--- config.mk ---
export PLATFORM = sky130hd
export DESIGN_NAME = mcast_rx_filter
export DESIGN_NICKNAME = d
export VERILOG_FILES = /design/src/rtl/rxf_pkg.sv /design/src/rtl/rxf_cfg_regs.sv /design/src/rtl/rxf_crc_hash.sv /design/src/rtl/rxf_decide.sv /design/src/rtl/mcast_rx_filter.sv
export SDC_FILE = /design/constraint.sdc
export NUM_CORES = 1
export LEC_CHECK = 0
export ABC_AREA = 1
export ABC_CLOCK_PERIOD_IN_PS = 2350
export BUFFER_PORTS_ARGS = -buffer_cell sky130_fd_sc_hd__buf_2
export CAP_MARGIN = 10
export CORE_MARGIN = 4
export CORE_UTILIZATION = 35
export CTS_CLUSTER_DIAMETER = 40
export DETAILED_ROUTE_END_ITERATION = 7
export GPL_ROUTABILITY_DRIVEN = 0
export PLACE_DENSITY = 0.53
export SLEW_MARGIN = 40
export SYNTH_ARGS = -nofsm -noshare
export SYNTH_HDL_FRONTEND = slang
export SYNTH_SLANG_ARGS = --single-unit
export TNS_END_PERCENT = 50
--- constraint.sdc ---
create_clock -name clk -period 2.35 [get_ports clk]
set_input_delay 0.1175 -clock clk [delete_from_list [all_inputs] [get_ports clk]]
set_output_delay 0.1175 -clock clk [all_outputs]
set_load 0.005 [all_outputs]
--- src/rtl/rxf_pkg.sv ---
package rxf_pkg;

    localparam logic [1:0] SEL_CTRL    = 2'd0;
    localparam logic [1:0] SEL_STATION = 2'd1;
    localparam logic [1:0] SEL_TABLE   = 2'd2;
    localparam logic [1:0] SEL_MODE    = 2'd3;

    localparam int CTRL_CHG  = 0;
    localparam int CTRL_LRST = 1;
    localparam int CTRL_PRST = 2;
    localparam int MODE_EN   = 0;
    localparam int MODE_PROM = 1;

    localparam logic [31:0] CRC_POLY   = 32'hEDB8_8320;
    localparam logic [31:0] CRC_PRESET = 32'hFFFF_FFFF;

    // Reflected CRC-32 advance over one byte, LSB first
    function automatic logic [31:0] crc_step8(input logic [31:0] c, input logic [7:0] b);
        logic [31:0] r;
        r = c;
        for (int i = 0; i < 8; i++) begin
            if (r[0] ^ b[i]) r = (r >> 1) ^ CRC_POLY;
            else             r = r >> 1;
        end
        return r;
    endfunction

endpackage

--- src/rtl/rxf_cfg_regs.sv ---
module rxf_cfg_regs
    import rxf_pkg::*;
#(
    parameter int ADDR_BYTES = 6,
    parameter int TBL_BYTES  = 8,
    localparam int ADDR_W = 8 * ADDR_BYTES,
    localparam int TBL_W  = 8 * TBL_BYTES
) (
    input  logic              clk,
    input  logic              rst_n,
    input  logic              wr,
    input  logic [1:0]        sel,
    input  logic [7:0]        wdata,
    output logic [ADDR_W-1:0] station,
    output logic [TBL_W-1:0]  table_bits,
    output logic              promisc,
    output logic              rx_en,
    output logic              chg,
    output logic              lrst,
    output logic              prst
);
    localparam int LP_W = (TBL_BYTES  > 1) ? $clog2(TBL_BYTES)  : 1;
    localparam int PP_W = (ADDR_BYTES > 1) ? $clog2(ADDR_BYTES) : 1;

    typedef struct packed {
        logic              chg;
        logic              lrst;
        logic              prst;
        logic              promisc;
        logic              en;
        logic [LP_W-1:0]   lptr;
        logic [PP_W-1:0]   pptr;
        logic [ADDR_W-1:0] sta;
        logic [TBL_W-1:0]  tbl;
    } cfg_t;

    cfg_t s_d, s_q;

    always_comb begin
        s_d = s_q;
        if (wr) begin
            unique case (sel)
                SEL_CTRL: begin
                    s_d.chg  = wdata[CTRL_CHG];
                    s_d.lrst = wdata[CTRL_LRST];
                    s_d.prst = wdata[CTRL_PRST];
                    if (wdata[CTRL_LRST]) s_d.lptr = '0;
                    if (wdata[CTRL_PRST]) s_d.pptr = '0;
                end
                SEL_STATION: begin
                    if (s_q.chg && s_q.prst) begin
                        s_d.sta[8*s_q.pptr +: 8] = wdata;
                        s_d.pptr = (s_q.pptr == PP_W'(ADDR_BYTES-1)) ? '0 : s_q.pptr + 1'b1;
                        s_d.en   = 1'b0;
                    end
                end
                SEL_TABLE: begin
                    if (s_q.chg && s_q.lrst) begin
                        s_d.tbl[8*s_q.lptr +: 8] = wdata;
                        s_d.lptr = (s_q.lptr == LP_W'(TBL_BYTES-1)) ? '0 : s_q.lptr + 1'b1;
                        s_d.en   = 1'b0;
                    end
                end
                default: begin
                    if (wdata[MODE_PROM] != s_q.promisc) begin
                        s_d.promisc = wdata[MODE_PROM];
                        s_d.en      = 1'b0;
                    end else begin
                        s_d.en = wdata[MODE_EN];
                    end
                end
            endcase
        end
    end

    always_ff @(posedge clk or negedge rst_n) begin
        if (!rst_n) s_q <= '0;
        else        s_q <= s_d;
    end

    assign station    = s_q.sta;
    assign table_bits = s_q.tbl;
    assign promisc    = s_q.promisc;
    assign rx_en      = s_q.en;
    assign chg        = s_q.chg;
    assign lrst       = s_q.lrst;
    assign prst       = s_q.prst;
endmodule

--- src/rtl/rxf_crc_hash.sv ---
module rxf_crc_hash
    import rxf_pkg::*;
#(
    parameter int ADDR_BYTES = 6,
    parameter int IDX_W      = 6,
    localparam int ADDR_W = 8 * ADDR_BYTES,
    localparam int CNT_W  = $clog2(ADDR_BYTES + 1)
) (
    input  logic              clk,
    input  logic              rst_n,
    input  logic              da_valid,
    input  logic              da_first,
    input  logic [7:0]        da_byte,
    input  logic [ADDR_W-1:0] station,
    output logic              done,
    output logic [IDX_W-1:0]  idx,
    output logic              match,
    output logic              group
);
    typedef struct packed {
        logic [31:0]      crc;
        logic [CNT_W-1:0] cnt;
        logic             match;
        logic             group;
        logic             done;
    } hs_t;

    hs_t h_d, h_q;

    always_comb begin
        h_d      = h_q;
        h_d.done = 1'b0;
        if (da_valid && da_first) begin
            h_d.crc   = crc_step8(CRC_PRESET, da_byte);
            h_d.cnt   = CNT_W'(1);
            h_d.match = (da_byte == station[7:0]);
            h_d.group = da_byte[0];
            h_d.done  = (ADDR_BYTES == 1);
        end else if (da_valid && h_q.cnt != '0 && h_q.cnt < CNT_W'(ADDR_BYTES)) begin
            h_d.crc   = crc_step8(h_q.crc, da_byte);
            h_d.cnt   = h_q.cnt + 1'b1;
            h_d.match = h_q.match && (da_byte == station[8*h_q.cnt +: 8]);
            h_d.done  = (h_q.cnt == CNT_W'(ADDR_BYTES-1));
        end
    end

    always_ff @(posedge clk or negedge rst_n) begin
        if (!rst_n) h_q <= '0;
        else        h_q <= h_d;
    end

    assign done  = h_q.done;
    assign idx   = h_q.crc[31 -: IDX_W];
    assign match = h_q.match;
    assign group = h_q.group;
endmodule

--- src/rtl/rxf_decide.sv ---
module rxf_decide #(
    parameter int TBL_W = 64,
    localparam int IDX_W = $clog2(TBL_W)
) (
    input  logic             clk,
    input  logic             rst_n,
    input  logic             done,
    input  logic [IDX_W-1:0] idx,
    input  logic             match,
    input  logic             group,
    input  logic [TBL_W-1:0] table_bits,
    input  logic             promisc,
    input  logic             rx_en,
    input  logic             frame_start,
    output logic             acc_valid,
    output logic             acc
);
    typedef struct packed {
        logic vld;
        logic acc;
    } dec_t;

    dec_t d_d, d_q;
    logic hit;

    always_comb begin
        hit = group ? table_bits[idx] : match;
        d_d = d_q;
        if (done) begin
            d_d.vld = 1'b1;
            d_d.acc = rx_en && (promisc || hit);
        end else if (frame_start) begin
            d_d.vld = 1'b0;
            d_d.acc = 1'b0;
        end
    end

    always_ff @(posedge clk or negedge rst_n) begin
        if (!rst_n) d_q <= '0;
        else        d_q <= d_d;
    end

    assign acc_valid = d_q.vld;
    assign acc       = d_q.acc;
endmodule

--- src/rtl/mcast_rx_filter.sv ---
module mcast_rx_filter #(
    parameter int ADDR_BYTES = 6,
    parameter int TBL_BYTES  = 8
) (
    input  logic       clk,
    input  logic       rst_n,
    input  logic       cfg_wr,
    input  logic [1:0] cfg_sel,
    input  logic [7:0] cfg_wdata,
    input  logic       da_valid,
    input  logic       da_first,
    input  logic [7:0] da_byte,
    output logic       acc_valid,
    output logic       acc,
    output logic       rx_en
);
    localparam int ADDR_W = 8 * ADDR_BYTES;
    localparam int TBL_W  = 8 * TBL_BYTES;
    localparam int IDX_W  = $clog2(TBL_W);

    logic [ADDR_W-1:0] station;
    logic [TBL_W-1:0]  table_bits;
    logic              promisc_w;
    logic              ctl_chg, ctl_lrst, ctl_prst;
    logic              h_done, h_match, h_group;
    logic [IDX_W-1:0]  h_idx;

    rxf_cfg_regs #(.ADDR_BYTES(ADDR_BYTES), .TBL_BYTES(TBL_BYTES)) u_cfg (
        .clk(clk), .rst_n(rst_n), .wr(cfg_wr), .sel(cfg_sel), .wdata(cfg_wdata),
        .station(station), .table_bits(table_bits), .promisc(promisc_w),
        .rx_en(rx_en), .chg(ctl_chg), .lrst(ctl_lrst), .prst(ctl_prst)
    );

    rxf_crc_hash #(.ADDR_BYTES(ADDR_BYTES), .IDX_W(IDX_W)) u_hash (
        .clk(clk), .rst_n(rst_n), .da_valid(da_valid), .da_first(da_first),
        .da_byte(da_byte), .station(station), .done(h_done), .idx(h_idx),
        .match(h_match), .group(h_group)
    );

    rxf_decide #(.TBL_W(TBL_W)) u_dec (
        .clk(clk), .rst_n(rst_n), .done(h_done), .idx(h_idx), .match(h_match),
        .group(h_group), .table_bits(table_bits), .promisc(promisc_w), .rx_en(rx_en),
        .frame_start(da_valid && da_first), .acc_valid(acc_valid), .acc(acc)
    );
endmodule

==> flow_summary.yaml <==
status:
  status: "finished, final reports clean"
global_route:
  use_met3_pct: 2.54
  grt_max_degree: 53
  busiest_layer: "met2"
  grtUsageTotal_pct: 19.0
  grt.overflow.total: 0
  use_met1_pct: 28.5
  gr-usage-met2_pct: 29.3
  antenna_found_initial: 0
  grt_pass1_wl_um: 46900
  grt_pass1_vias: 8300
floorplanning:
  fp-row-count: 61
  die_area_sq_mm: 0.0309
  core-area_sq_mm: 0.0278
  io_pins: 26
  die_h_um: 176
  die_w_um: 176
  initial_core_util_pct: 35.5
detailed_routing:
  drt-wirelength-per-cell_um: 16.7
  wirelength_um: 29000
  drtAntennaViolNets: 0
  drt_first_iter_violations: 712
  route.vias.total: 8711
  drc: 0
  viasPerCell: 5.02
  firstDrtPassIters: 8
cts:
  clock_tree.buffer_depth: 2
  clock_latency_ps: 440
  cts_tree: "yes"
  numCtsBuffers: 17
  post-cts-setup-buffer-count: 0
  cts.reportedPaths.clkPinSlew_ps: 80
  cts_root_buffer: "clkbuf_16"
  cts_sinks: 163
  cts.htree.levels: 4
worst_setup_path:
  worst-path-stages: 9
  reg2reg_depth: 9
  end_kind: "flop"
  arrival_ps: 2490
  cp-startpoint: "u_cfg.s_q[113]"
  ff2ff_setup_slack_ps: 190
  reg2reg_from: "u_cfg.s_q[113]"
  worstPathRequired_ps: 2680
  critical_path_buf_inv_count: 3
  cp_max_fo: 8
  critPathTopFamily: "simple AND/OR/NAND/NOR gates"
  crit_chain: "inv_1 > ha_1 > ha_1 > inv_1 > nor2_1 > inv_1 > nor2_1 > nand3_1 > a32o_1"
  worst-setup-path-type: "flop to flop"
  critical-path-max-stage-delay_ps: 420
  start_kind: "flop"
  crit_top_cell: "inv_1"
  cp_slowest_cell: "dfrtp_1"
  worstReg2RegEnd: "u_cfg.station[36]"
placed_design:
  port_buffers: 25
  dpl.hpwl_um: 20900
  dp_cells: 1701
logic_synthesis:
  syn-num-nets: 1349
  syn_inst: 1309
  synth_seq_cells: 163
  yosysWarningCount: 0
  synthArstFlopShare_pct: 100
  synthFlopType: "dfrtp_1"
  synth_top_area_share_pct: 41.3
  synthTopCellsByArea: "dfrtp_1 41%, nand2_1 14%, o21ai_0 6.0%"
  yosysUniqueCellTypes: 44
  syn_area_sq_mm: 0.00987
  synth_edf_count: 0
  yosysMostFrequentCell: "nand2_1"
  ys_seq_area_share_pct: 41.3
  synth_top_area_cell: "dfrtp_1"
  synthTopCellsByCount: "375 x nand2_1, 163 x dfrtp_1, 118 x o21ai_0"
  avgSynthCellArea_sq_um: 7.54
hold_path:
  hold_class: "input pin to flop"
  min_path_cells: 3
  hold_path.startpoint: "cfg_wdata[6]"
  holdPathEnd: "u_cfg.table_bits[38]"
cells_and_area:
  antennaDiodeCount: 0
  drive_gt1_share_pct: 9.37
  layout.cells.non_filler: 1734
  nNetsFinal: 1383
  area_delta_synth_final_pct: 13.7
  postLayoutCoreUtil_pct: 40.4
timing:
  max_freq_ghz: 0.464
  setup_viol: 0
  fin_crit_sh_pct: 91.7
  hold_slack_ps: 24.0
  rsz0062_at_grt: "yes"
  skew_ps: 17.8
  final_hold_viol_count: 0
  slew_headroom_pct: 52.4
  slew_violations: 0
  tightest_slew_ps: 714
  min_period_ps: 2160
job:
  drv_cap: 0
power_and_ir_drop:
  p_total_uw: 12900
  peakVddDrop_uv: 533
  power_density_mw_per_mm2: 1150
  power_leakage_uw: 0.00522
-- registers in the layout (all words and copies together), names as in the netlist, 6 cells and up --
register / cells
u_cfg.s_q: 6
u_cfg.station: 48
u_cfg.table_bits: 64
u_hash.h_q: 29
u_hash.idx: 6
-- metrics by stage --
step	worst slack [ps]	area, sq um	setup TNS [ps]
CTS	147	11200	0
detailed placement	161	10600	0
floorplan	9.12	9870	0
global placement	240	10600	0
finish	195	11200	0
global route	-32.2	11200	-106
-- power breakdown --
part	internal (uW)	switching, uW
clock	1450	1450
sequential	3230	350
combinational	2290	4090
total	6970	5880
-- worst max path at each step --
| stage | endpoint | slack (ps) |
|---|---|---|
| after CTS | u_cfg.table_bits[43] | 150 |
| final | u_cfg.station[36] | 190 |
| after detailed placement | u_cfg.table_bits[44] | 160 |
| after global routing | u_cfg.station[19] | -30 |
| after floorplan | u_cfg.table_bits[24] | 9 |
| after global placement | u_cfg.station[28] | 240 |
-- logic make-up after synthesis --
family / count (synthesis) / share of synthesized area, %
AO/OA/AOI/OAI: 227 / 13.8
XOR/XNOR: 88 / 8.46
adder cells (fa/ha/maj): 17 / 2.16
buffers and inverters: 183 / 7.88
flip-flops: 163 / 41.3
multiplexers: 2 / 0.203
AND/OR/NAND/NOR: 629 / 26.1
-- layout make-up --
| cell class | instances | area [sq um] |
|---|---|---|
| Fill cell | 2943 | 16600 |
| Multi-Input combinational cell | 963 | 5030 |
| Sequential cell | 163 | 4080 |
| Timing Repair Buffer | 76 | 567 |
| Tap cell | 378 | 473 |
| Inverter | 122 | 458 |
| Clock buffer | 17 | 425 |
| Clock inverter | 15 | 184 |
-- cell usage in the layout, fill, tap and decap left out, drive strengths merged, types with 3 or more instances in the layout --
cell type  synthesis  routed
o41ai              9       9
nand4              6       6
nand3            116     116
o21ai            119     119
nor3              18      18
nand2            379     379
dfrtp            163     163
inv              117     126
ha                17      17
buf               19      75
a21oi             29      29
o31ai             15      15
a22oi              3       3
xor2              64      64
o221ai             8       8
o22ai              6       6
a32o               8       8
o2111ai            4       4
nor2             106     106
clkinv             5      11
o211ai            12      12
a31oi              9       9
clkbuf            42      17
xnor2             24      24
-- per-layer routing --
| metal | routed length [um] | share of wire, % |
|---|---|---|
| met5 | 0 | 0 |
| met4 | 334 | 1.2 |
| met3 | 1190 | 4.1 |
| met2 | 13000 | 45 |
| met1 | 14400 | 50 |
-- tightest hold or removal path, cell delays in order --
cell and delay [ps]:
buf_2 110, nand3_1 110, o31ai_1 80
-- what timing repair did --
item / in CTS / in global routing
hold buffers: 1 / 0
endpoints found under the hold margin: 44 / 0
setup endpoints to repair: 0 / 23
resized for setup: 0 / 4
(Power assumes the default switching activity.)
